**config.mk**
```make
export PLATFORM = sky130hd
export DESIGN_NAME = dualBusFront
export DESIGN_NICKNAME = d
export VERILOG_FILES = /design/src/rtl/busFrontPkg.sv /design/src/rtl/busFrontCtrl.sv /design/src/rtl/busFrontData.sv /design/src/rtl/dualBusFront.sv
export SDC_FILE = /design/constraint.sdc
export NUM_CORES = 1
export LEC_CHECK = 0
export BUFFER_PORTS_ARGS = -buffer_cell sky130_fd_sc_hd__clkbuf_2
export CORE_ASPECT_RATIO = 0.8
export CORE_MARGIN = 5
export CORE_UTILIZATION = 64
export CTS_CLUSTER_SIZE = 14
export DETAILED_ROUTE_END_ITERATION = 10
export PLACE_DENSITY = 0.8
export SLEW_MARGIN = 15
export SYNTH_ARGS = -nofsm -noshare
export SYNTH_HDL_FRONTEND = slang
export SYNTH_SLANG_ARGS = --single-unit
```
**constraint.sdc**
```tcl
create_clock -name clk -period 5.1 [get_ports clk]
set_input_delay 1.02 -clock clk [delete_from_list [all_inputs] [get_ports clk]]
set_output_delay 1.02 -clock clk [all_outputs]
set_load 0.005 [all_outputs]
```
**src/rtl/busFrontPkg.sv**
```systemverilog
package busFrontPkg;

  // Access state of the bus front end.
  typedef enum logic [1:0] {
    ST_IDLE  = 2'd0,
    ST_READ  = 2'd1,
    ST_WRITE = 2'd2,
    ST_BLOCK = 2'd3
  } busState_e;

  // Strobes from the control path to the datapath.
  typedef struct packed {
    logic latchAddr;  // take the sampled bus as the new address
    logic holdData;   // keep the sampled bus as pending write data
    logic commit;     // store the pending write data in the array
    logic readOn;     // drive the selected array byte onto the bus
  } busStrobe_t;

endpackage

```
**src/rtl/busFrontCtrl.sv**
```systemverilog
module busFrontCtrl
  import busFrontPkg::*;
(
  input  logic       clk,
  input  logic       rst_n,
  input  logic       busReset_n,
  input  logic       modeStrap,
  input  logic       chipSel_n,
  input  logic       addrStb,
  input  logic       dataStb,
  input  logic       rdWr,
  input  logic       powerFail,
  output busStrobe_t strobes,
  output logic       readEn
);

  // Pin samples, one register each.
  logic sMode, sCs_n, sAs, sAsPrev, sDs, sRw, sPf, sBrst;

  always_ff @(posedge clk or negedge rst_n) begin
    if (!rst_n) begin
      sMode   <= 1'b1;
      sCs_n   <= 1'b1;
      sAs     <= 1'b0;
      sAsPrev <= 1'b0;
      sDs     <= 1'b0;
      sRw     <= 1'b1;
      sPf     <= 1'b0;
      sBrst   <= 1'b0;
    end else begin
      sMode   <= modeStrap;
      sCs_n   <= chipSel_n;
      sAs     <= addrStb;
      sAsPrev <= sAs;
      sDs     <= dataStb;
      sRw     <= rdWr;
      sPf     <= powerFail;
      sBrst   <= busReset_n;
    end
  end

  // An access is allowed only with chip select on, power good and bus reset off.
  logic accessOk;
  assign accessOk = !sCs_n && !sPf && sBrst;

  // Phase decoding for the two timing styles.
  logic readPhase, writePhase;
  always_comb begin
    if (sMode) begin
      readPhase  = sDs && sRw;
      writePhase = sDs && !sRw;
    end else begin
      writePhase = !sRw;
      readPhase  = !sDs && sRw;   // the write pulse wins if both are low
    end
  end

  busState_e state, stateNext;

  always_comb begin
    stateNext = state;
    unique case (state)
      ST_IDLE: begin
        if (readPhase || writePhase) begin
          if (!accessOk)       stateNext = ST_BLOCK;
          else if (writePhase) stateNext = ST_WRITE;
          else                 stateNext = ST_READ;
        end
      end
      ST_READ: begin
        if (!accessOk)      stateNext = ST_BLOCK;
        else if (!readPhase) stateNext = ST_IDLE;
      end
      ST_WRITE: begin
        if (!accessOk)       stateNext = ST_BLOCK;
        else if (!writePhase) stateNext = ST_IDLE;
      end
      ST_BLOCK: begin
        if (!readPhase && !writePhase) stateNext = ST_IDLE;
      end
      default: stateNext = ST_IDLE;
    endcase
  end

  always_ff @(posedge clk or negedge rst_n) begin
    if (!rst_n) state <= ST_IDLE;
    else        state <= stateNext;
  end

  always_comb begin
    strobes.latchAddr = sAsPrev && !sAs;
    strobes.holdData  = (state == ST_WRITE) && writePhase && accessOk;
    strobes.commit    = (state == ST_WRITE) && !writePhase && accessOk;
    strobes.readOn    = (state == ST_READ);
  end

  assign readEn = (state == ST_IDLE) && accessOk && readPhase && !writePhase;

endmodule

```
**src/rtl/busFrontData.sv**
```systemverilog
module busFrontData
  import busFrontPkg::*;
#(
  parameter int ADDR_W = 7,
  parameter int DATA_W = 8
) (
  input  logic              clk,
  input  logic              rst_n,
  input  logic [DATA_W-1:0] adBusIn,
  input  busStrobe_t        strobes,
  output logic [ADDR_W-1:0] latchedAddr,
  output logic [DATA_W-1:0] adBusOut
);

  localparam int DEPTH = 1 << ADDR_W;

  logic [DATA_W-1:0] sBus;
  logic [DATA_W-1:0] wrHold;
  logic [ADDR_W-1:0] addrQ;
  logic [DATA_W-1:0] rows [DEPTH];

  // The bus is sampled in the same stage as the strobe pins.
  always_ff @(posedge clk or negedge rst_n) begin
    if (!rst_n) sBus <= '0;
    else        sBus <= adBusIn;
  end

  always_ff @(posedge clk or negedge rst_n) begin
    if (!rst_n)                 addrQ <= '0;
    else if (strobes.latchAddr) addrQ <= sBus[ADDR_W-1:0];
  end

  always_ff @(posedge clk or negedge rst_n) begin
    if (!rst_n)                wrHold <= '0;
    else if (strobes.holdData) wrHold <= sBus;
  end

  always_ff @(posedge clk or negedge rst_n) begin
    if (!rst_n) begin
      for (int i = 0; i < DEPTH; i++) rows[i] <= '0;
    end else if (strobes.commit) begin
      rows[addrQ] <= wrHold;
    end
  end

  assign latchedAddr = addrQ;
  assign adBusOut    = strobes.readOn ? rows[addrQ] : '0;

endmodule

```
**src/rtl/dualBusFront.sv**
```systemverilog
module dualBusFront
  import busFrontPkg::*;
#(
  parameter int ADDR_W = 7,
  parameter int DATA_W = 8
) (
  input  logic              clk,
  input  logic              rst_n,
  input  logic              busReset_n,
  input  logic              modeStrap,
  input  logic              chipSel_n,
  input  logic              addrStb,
  input  logic              dataStb,
  input  logic              rdWr,
  input  logic              powerFail,
  input  logic [DATA_W-1:0] adBusIn,
  output logic [DATA_W-1:0] adBusOut,
  output logic              busOe,
  output logic              readEn,
  output logic              writeEn,
  output logic [ADDR_W-1:0] latchedAddr
);

  busStrobe_t strobes;

  busFrontCtrl u_ctrl (
    .clk        (clk),
    .rst_n      (rst_n),
    .busReset_n (busReset_n),
    .modeStrap  (modeStrap),
    .chipSel_n  (chipSel_n),
    .addrStb    (addrStb),
    .dataStb    (dataStb),
    .rdWr       (rdWr),
    .powerFail  (powerFail),
    .strobes    (strobes),
    .readEn     (readEn)
  );

  busFrontData #(
    .ADDR_W (ADDR_W),
    .DATA_W (DATA_W)
  ) u_data (
    .clk         (clk),
    .rst_n       (rst_n),
    .adBusIn     (adBusIn),
    .strobes     (strobes),
    .latchedAddr (latchedAddr),
    .adBusOut    (adBusOut)
  );

  assign busOe   = strobes.readOn;
  assign writeEn = strobes.commit;

endmodule

```
==> flow_summary.yaml <==
run_status:
  status: "finished clean"
synthesis:
  netlist_area_mm2: 0.0488
  yosys.area.top_type: "dfrtp_1"
  synth-main-ff-cell: "dfrtp_1"
  ys_types: 42
  synth.area.top_cells: "dfrtp_1 54%, mux2_2 23%, mux2i_1 11%"
  syn_inst: 3519
  synth_nets: 3541
  ys_seq_area_share_pct: 54.3
  synth_commonest_cells: "1,054 x dfrtp_1, 998 x mux2_2, 513 x mux2i_1, 256 x o22ai_1, 159 x clkbuf_1"
  yosysWarnings: 0
  synth_most_common_cell: "dfrtp_1"
  avgSynthCellArea_um2: 13.9
  synth-edff-count: 0
  async_reset_ff_share_pct: 100
  synth_top_area_share_pct: 54.1
  ys_ff_latch: 1057
cts:
  h-tree-depth: 3
  cts_tree: "yes"
  clock-sinks: 1057
  clkLatencyLatePin_ps: 680
  cts_inserted_buffers: 101
  cts_buffer_depth: 3
  ctsHoldBuffers: 0
  cts_root_buffer: "clkbuf_16"
  cts.clk_slew.worst_paths_ps: 60
pwr:
  p_leak_nw: 25.9
  p_clk_share_pct: 39.6
  p_int_mw: 13.3
  seq_power_share_pct: 49.2
  peakVddDrop_mv: 0.337
  p_per_area_mw_per_mm2: 352
  swShare_pct: 29.3
  p_switching_mw: 5.52
  total_power_mw: 18.8
  power_frac_comb_pct: 11.2
floorplan:
  row_count: 90
  dieArea_mm2: 0.0818
  io_pins: 35
  die_w_um: 319
  dieHeight_um: 257
  start_util_pct: 64.6
  core-area_mm2: 0.0754
setup_path:
  crit-reg2reg-capture: "u_data.rows[639]$_DFFE_PN0P_"
  required_ps: 4080
  arrival_ps: 4020
  reg2reg_slack_ps: 1330
  ff2ff_path_depth: 7
  critPathKind: "reg2out"
  end_kind: "output pin"
  path_max_fanout: 26
  start_kind: "register"
  reg2reg_from: "u_data.latchedAddr[0]$_DFFE_PN0P_"
final_layout:
  fin_util_pct: 70.9
  nNetsFinal: 3518
  nFillCells: 4956
  syn2layout_area_growth_pct: 9.70
  drive_above_1_share_pct: 40.0
  instances_no_fill: 4590
  fin_area_mm2: 0.0535
detailed_routing:
  drtIter0Drc: 3316
  antenna_left: 0
  first_pass_iters: 6
  routed_wl_um: 131000
  viasPerCell: 6.72
  drc: 0
  vias: 30900
  post_drt_wl_per_cell_um: 28.4
placed_design:
  dp_hpwl_um: 80900
  gp_congestion: 0.881
  port_buffers: 34
  dp.cells: 4395
  dp_slack_ps: 394
  placed_cell_area_mm2: 0.0500
timing:
  finalMaxSlewViolations: 0
  setup_viol: 0
  fin_tns_setup_ps: 0
  fmax_mhz: 198
  layout_setup_ws_ps: 61.6
  slew_headroom_pct: 16.2
  hold_violations: 0
  rsz0062_at_grt: "no"
  finalClockSkew_ps: 25.9
  post-route-period-util_pct: 98.8
  fin_crit_ps: 5040
  tightest_slew_ps: 1260
  whs_ps: 396
global_route:
  antenna_found_initial: 4
  grtUsageMet2_pct: 47.6
  grt_pass1_wl_um: 203000
  met3_usage_pct: 6.54
  met1_usage_pct: 46.6
  gr-max-usage-layer: "met2"
  grt_max_degree: 130
  grt_remaining_overflow: 0
  track_usage_pct: 31.8
  grt_pass1_vias: 32400
min_path:
  hold_class: "in2async"
job:
  cap_violations: 0
-- area by class of cell --
cell class                 instances  area (µm²)  area share (%)
antenna                            1        2.50         0.00468
clock buffer                     153        3070            5.73
clock inverter                    31         229           0.428
inverter                           6        22.5          0.0421
multi-input combinational       2201       21300            39.7
sequential                      1057       26500            49.5
tap                             1012        1270            2.37
timing repair buffer             129        1150            2.16
-- critical path, cell delays in order (launching register included) --
cell	delay (ps)
dfrtp_4	650
nand2b_4	400
buf_4	310
buf_4	360
o22ai_1	140
o21ai_0	450
a41oi_1	370
o41a_1	500
clkbuf_2	150
-- metal layers --
metal	wire length [µm]	part of all wire, %
met5	0	0
met4	5410	4.1
met3	10100	7.7
met2	58800	45
met1	56300	43
-- cell families after synthesis --
| kind of cell | after synthesis | synth area share, % |
|---|---|---|
| adders and majority gates | 5 | 0.128 |
| and+or+nand+nor | 203 | 3.19 |
| DFF | 1057 | 54.3 |
| AOI/OAI and AO/OA | 435 | 5.55 |
| muxes | 1552 | 34.5 |
| buffers and inverters | 267 | 2.35 |
-- timing repair --
action | in CTS | in global routing
resized for setup | 3 | 6
gates cloned | 5 | 1
endpoints found under the setup margin | 8 | 8
setup buffers | 4 | 0
pin swaps | 1 | 0
-- flip-flops by register name, summed over array words and instances, names as in the netlist --
| name | cells |
|---|---|
| u_data.rows | 1024 |
| u_ctrl.state | 2 |
| u_ctrl.sMode | 1 |
| u_data.wrHold | 8 |
| u_data.sBus | 8 |
| u_ctrl.sBrst | 1 |
| u_ctrl.sPf | 1 |
| u_ctrl.sDs | 1 |
| u_ctrl.sAs | 1 |
| u_ctrl.sCs_n | 1 |
| u_ctrl.sRw | 1 |
| u_data.latchedAddr | 7 |
| u_ctrl.sAsPrev | 1 |
-- worst max-delay path by stage --
stage / startpoint / to / slack [ps] / cells past startpoint
final: u_data.latchedAddr[1]$_DFFE_PN0P_ / adBusOut[5] / 60 / 8
after global routing: u_data.latchedAddr[2]$_DFFE_PN0P_ / adBusOut[5] / 50 / 8
after CTS: u_data.latchedAddr[2]$_DFFE_PN0P_ / adBusOut[2] / 4 / 8
after detailed placement: u_data.latchedAddr[1]$_DFFE_PN0P_ / adBusOut[3] / 390 / 8
after global placement: u_data.latchedAddr[1]$_DFFE_PN0P_ / adBusOut[4] / 510 / 8
after floorplan: u_data.latchedAddr[0]$_DFFE_PN0P_ / adBusOut[0] / 2080 / 8
-- cell usage in the layout, fill, tap and decap left out, types with 14 or more instances in the layout --
| master | count |
|---|---|
| dfrtp_1 | 1043 |
| mux2_2 | 998 |
| mux2i_1 | 513 |
| o22ai_1 | 256 |
| o21ai_0 | 128 |
| clkbuf_16 | 103 |
| buf_4 | 74 |
| nand2_1 | 49 |
| nor2_2 | 45 |
| mux2_1 | 41 |
| clkbuf_2 | 33 |
| a41oi_1 | 32 |
| clkbuf_8 | 30 |
| nor2_4 | 22 |
| clkinv_2 | 22 |
| clkbuf_1 | 20 |
| nor2_8 | 19 |
| buf_12 | 19 |
| nand2_2 | 14 |
-- power by group through the flow --
stage	Sequential, mW	Combinational, mW	Clock, mW
after global routing	9.28	2.19	7.89
after CTS	9.24	2.08	7.52
after floorplan	8.68	1.61	0
final	9.27	2.11	7.46
after global placement	9.36	1.94	0
after detailed placement	9.40	2.00	0
Note: power is estimated with default switching activity, not from simulation.
